<file path="src/rtl/sbb_pkg.sv">
package sbb_pkg;

  typedef enum logic [1:0] {
    ST_IDLE  = 2'd0,
    ST_WAIT  = 2'd1,
    ST_OWN   = 2'd2,
    ST_PRECH = 2'd3
  } sbbState_t;

  typedef struct packed {
    logic reqSet;
    logic reqClr;
    logic bufSet;
    logic bufClr;
    logic cntLoad;
    logic cntDec;
    logic owning;
  } sbbStrobe_t;

endpackage

</file>
<file path="src/rtl/sbb_ctrl.sv">
module sbb_ctrl
  import sbb_pkg::*;
(
  input  logic       clk,
  input  logic       rst,
  input  logic       accReq,
  input  logic       accDone,
  input  logic       grantIn,
  input  logic       regionSdram,
  input  logic       cntZero,
  output sbbStrobe_t strobe
);

  sbbState_t curState;
  sbbState_t nxtState;

  // Request and grant decisions are made on the falling edge
  always_ff @(negedge clk) begin
    if (rst) curState <= ST_IDLE;
    else     curState <= nxtState;
  end

  always_comb begin
    nxtState = curState;
    strobe   = '0;
    strobe.owning = (curState == ST_OWN);
    unique case (curState)
      ST_IDLE: begin
        if (accReq) begin
          strobe.reqSet = 1'b1;
          nxtState      = ST_WAIT;
        end
      end
      ST_WAIT: begin
        // without a fresh grant the request simply stays up
        if (grantIn) begin
          strobe.bufSet = 1'b1;
          nxtState      = ST_OWN;
        end
      end
      ST_OWN: begin
        // grant line ignored here: ownership follows the request line
        if (accDone) begin
          if (regionSdram) begin
            strobe.cntLoad = 1'b1;
            nxtState       = ST_PRECH;
          end else begin
            strobe.reqClr = 1'b1;
            strobe.bufClr = 1'b1;
            nxtState      = ST_IDLE;
          end
        end
      end
      ST_PRECH: begin
        if (cntZero) begin
          strobe.reqClr = 1'b1;
          strobe.bufClr = 1'b1;
          nxtState      = ST_IDLE;
        end else begin
          strobe.cntDec = 1'b1;
        end
      end
      default: nxtState = ST_IDLE;
    endcase
  end

endmodule

</file>
<file path="src/rtl/sbb_dpath.sv">
module sbb_dpath
  import sbb_pkg::*;
#(
  parameter int PRECHG_CYC = 2
) (
  input  logic       clk,
  input  logic       rst,
  input  sbbStrobe_t strobe,
  output logic       cntZero,
  output logic       busReq,
  output logic       bufEn,
  output logic       busRel,
  output logic       accActive
);

  localparam int CNT_W = $clog2(PRECHG_CYC + 1);
  localparam logic [CNT_W-1:0] CNT_START = CNT_W'(PRECHG_CYC - 1);

  logic [CNT_W-1:0] preCnt;

  // falling-edge registers: request, buffer, release, precharge count
  always_ff @(negedge clk) begin
    if (rst) begin
      busReq <= 1'b0;
      bufEn  <= 1'b0;
      busRel <= 1'b0;
      preCnt <= '0;
    end else begin
      busRel <= busReq;
      if (strobe.reqSet)      busReq <= 1'b1;
      else if (strobe.reqClr) busReq <= 1'b0;
      if (strobe.bufSet)      bufEn <= 1'b1;
      else if (strobe.bufClr) bufEn <= 1'b0;
      if (strobe.cntLoad)     preCnt <= CNT_START;
      else if (strobe.cntDec) preCnt <= preCnt - 1'b1;
    end
  end

  assign cntZero = (preCnt == '0);

  // the access window opens on the rising edge after the grant edge
  always_ff @(posedge clk) begin
    if (rst) accActive <= 1'b0;
    else     accActive <= strobe.owning;
  end

endmodule

</file>
<file path="src/rtl/shared_bus_borrower.sv">
module shared_bus_borrower
  import sbb_pkg::*;
#(
  parameter int PRECHG_CYC  = 2,
  parameter int DEV_CAS_LAT = 2,
  parameter int CAS_W       = 4
) (
  input  logic             clk,
  input  logic             rst,
  input  logic             accReq,
  input  logic             accDone,
  input  logic             grantIn,
  input  logic             regionSdram,
  output logic             busReq,
  output logic             bufEn,
  output logic             busRel,
  output logic             accActive,
  output logic [CAS_W-1:0] casLatProg
);

  // one cycle out through the buffer, one cycle back
  localparam int BUF_EXTRA = 2;
  localparam logic [CAS_W-1:0] CAS_PROG = CAS_W'(DEV_CAS_LAT + BUF_EXTRA);

  sbbStrobe_t strobe;
  logic       cntZero;

  sbb_ctrl ctrl_i (
    .clk         (clk),
    .rst         (rst),
    .accReq      (accReq),
    .accDone     (accDone),
    .grantIn     (grantIn),
    .regionSdram (regionSdram),
    .cntZero     (cntZero),
    .strobe      (strobe)
  );

  sbb_dpath #(.PRECHG_CYC(PRECHG_CYC)) dpath_i (
    .clk       (clk),
    .rst       (rst),
    .strobe    (strobe),
    .cntZero   (cntZero),
    .busReq    (busReq),
    .bufEn     (bufEn),
    .busRel    (busRel),
    .accActive (accActive)
  );

  assign casLatProg = CAS_PROG;

endmodule

</file>
<file path="config.mk">
export PLATFORM = sky130hd
export DESIGN_NAME = shared_bus_borrower
export DESIGN_NICKNAME = d
export VERILOG_FILES = /design/src/rtl/sbb_pkg.sv /design/src/rtl/sbb_ctrl.sv /design/src/rtl/sbb_dpath.sv /design/src/rtl/shared_bus_borrower.sv
export SDC_FILE = /design/constraint.sdc
export NUM_CORES = 1
export LEC_CHECK = 0
export BUFFER_PORTS_ARGS = -buffer_cell sky130_fd_sc_hd__buf_2
export CAP_MARGIN = 25
export CORE_AREA = 2 2 39 41
export CTS_BUF_LIST = sky130_fd_sc_hd__clkbuf_8
export CTS_CLUSTER_SIZE = 16
export DETAILED_ROUTE_END_ITERATION = 7
export DIE_AREA = 0 0 41 43
export PLACE_DENSITY = 0.62
export SYNTH_ARGS = -nofsm -noshare
export SYNTH_HDL_FRONTEND = slang
export SYNTH_HIERARCHICAL = 1
export SYNTH_SLANG_ARGS = --single-unit
</file>
<file path="constraint.sdc">
create_clock -name clk -period 1.5 [get_ports clk]
set_input_delay 0.15 -clock clk [delete_from_list [all_inputs] [get_ports clk]]
set_output_delay 0.15 -clock clk [all_outputs]
set_load 0.03 [all_outputs]
</file>
==> metrics.txt <==
status=finished, violations left; failing checks=setup timing; I/O pins=14; sequential cell area fraction in the yosys report=0.382; Clock power frac=0.460; area delta synth->final=48.1%; crit end category=primary output; Die H=43 µm; worst skew pair latency=0.29 ns; Pins Over Slew Limit=0; slowest library cell on the worst path=dfxtp_2; Yosys warnings=6; WP data required=1.35 ns; # diodes=0; Final setup viols=4; critical-path cell list=buf_6; first-pass GRT wire length=1250 µm; clk slew on worst S/H paths=0.04 ns; total CTS buffers=3; Rows=14; Max Cap Viol=0; chip width=41 µm; via-per-instance ratio=4.19; Worst Slack Setup Final=-0.140 ns; Fin. Hold Viols=0; Setup WS pre-CTS=-0.251 ns; crit path max fanout=2; Worst Setup Path Type=reg -> out; hold_sp=rst; layout cells sized above 1=0.417; Nets=80; GP Congestion=0.698; CP bufs+invs=1; r2r startpoint=ctrl_i/curState[0]; Clock Tree Buf Depth=2; H-tree depth=1; crit path DAT=1.49 ns; PortBufs=9; Synth Cell Area=419 µm²; Layout Skew=0.0635 ns; vias after detailed routing=369; Reg power frac=0.339; mean post-synth cell area=8.38 µm²; RSZ-0062 raised after global routing=true; Sw Share=0.288; largest net degree at the start of global routing=9; antenna violations before repair=0; grt total ovfl=0; hpwl dp=596 µm; Worst Hold Slack=0.259 ns; CTS tree=built; Logic pwr share=0.200; Sw Pwr=0.202 mW; Clock Sinks=8; Initial Util=0.303; Post-Syn Instances=50; Clk Tree Root Cell=clkbuf_8; R2R setup slack=-0.05 ns; Yosys reg bits=8; antenna-violating nets left=0; Cell variety after synth=21; vias in the first global route=339; first-pass detailed-route iteration total=4; Leak=0.297 nW; cell internal pwr=0.500 mW; PwrDens=1130 nW/µm²; worst vdd ir=0.381 mV; Die ar.=1760 µm²; DRC=0; Final Util=0.448; cell family with most CP delay=flip-flops; critical path launch point=dpath_i/bufEn; slowest cell delay on critical path=0.33 ns; routed len/inst=8.39 µm; WL final=738 µm; GRT Total Usage=0.107; core box area=1380 µm²; drt initial violations=6; crit path launch type=flop; worst hold path class=in -> reg
logic make-up (layout without fill, tap and decap cells):
family                   count (synthesis)  after routing  synth area share
other                                    2              4            0.0179
AND/OR/NAND/NOR                         18             18             0.245
flip-flops                               8              8             0.382
adder cells (fa/ha/maj)                  1              1            0.0298
buffers and inverters                   12             32             0.152
AO/OA/AOI/OAI                            8              8             0.152
XOR/XNOR                                 1              1            0.0209
synthesized netlist by cell type:
cell type / n / area share
nor3b_1: 1 / 0.018
or3_1: 1 / 0.015
a22o_1: 1 / 0.021
nor2b_1: 3 / 0.045
dfxtp_1: 8 / 0.38
and2b_1: 1 / 0.018
o21ai_1: 1 / 0.012
inv_1: 7 / 0.063
nand2_1: 2 / 0.018
and3_1: 1 / 0.015
nor2_2: 1 / 0.015
or2_1: 1 / 0.015
a2111oi_2: 2 / 0.072
conb_1: 2 / 0.018
a21oi_1: 4 / 0.048
ha_1: 1 / 0.030
nand2b_1: 3 / 0.045
nor2_1: 3 / 0.027
and2_1: 1 / 0.015
xnor2_1: 1 / 0.021
buf_4: 5 / 0.090
final timing paths:
path	cells after the start	end
setup / recovery	1	bufEn
hold / removal	3	dpath_i/accActive
setup reg to reg	2	dpath_i/accActive
hold reg to reg	2	dpath_i/bufEn
timing repair:
action | 4_1_cts | 5_1_grt
buffers inserted | 1 | 0
resized for setup | 9 | 2
hold buffers | 0 | 0
endpoints found under the hold margin | 0 | 0
setup endpoints to repair | 4 | 5
pin swaps | 0 | 3
metal layers:
layer	wire length, µm	global-route usage	share of wire	vias up
met5	0	0	0	-
met4	0	0.0600	0	0
met2	358	0.150	0.49	9
met1	329	0.123	0.45	164
met3	49	0.0576	0.066	0
li1	-	-	-	196
through the flow:
stage	cell area, µm²	power [mW]	std cells	setup TNS, ns
3_3_place_gp	522	0.404	78	-0.814
5_1_grt	621	0.745	88	-0.525
3_5_place_dp	522	0.404	78	-0.823
6_report	621	0.702	88	-0.432
2_1_floorplan	449	0.366	52	-0.324
4_1_cts	616	0.712	88	-0.462
registers in the layout (all words and copies together) (netlist names):
register,count
dpath_i/preCnt,2
dpath_i/busReq,1
dpath_i/bufEn,1
ctrl_i/curState,2
dpath_i/busRel,1
dpath_i/accActive,1
final cells by class:
class / count / area (µm²)
clock inverters: 8 / 30.0
fillers: 147 / 763
multi-input cells: 32 / 224
well taps: 16 / 20.0
repair buffers: 16 / 119
clock buffers: 3 / 41.3
inverters: 5 / 18.8
flip-flops and latches: 8 / 168
cell usage in the layout, fill, tap and decap left out:
cell type / n
a2111oi_2: 2
nor2_2: 1
nor2_4: 1
ha_1: 1
nand2b_1: 2
dfxtp_2: 3
nor2b_1: 3
a21oi_2: 1
and2_4: 1
dfxtp_4: 1
clkbuf_8: 3
and3_1: 1
nor3b_1: 1
nand2b_4: 1
a22o_1: 1
buf_4: 8
and2b_1: 1
or2_1: 1
buf_6: 3
nor2_1: 2
inv_1: 13
a21oi_1: 3
xnor2_1: 1
conb_1: 4
o21ai_1: 1
buf_2: 5
nand2_1: 2
or3_1: 1
dfxtp_1: 4
power groups by stage:
stage	clock network [mW]	registers (mW)	logic (mW)
floorplan	0.0373	0.263	0.0662
global placement	0.0373	0.238	0.129
detailed placement	0.0373	0.238	0.129
CTS	0.334	0.238	0.140
global route	0.352	0.239	0.153
finish	0.323	0.238	0.141
No activity file was read; power rests on OpenSTA's default activity.
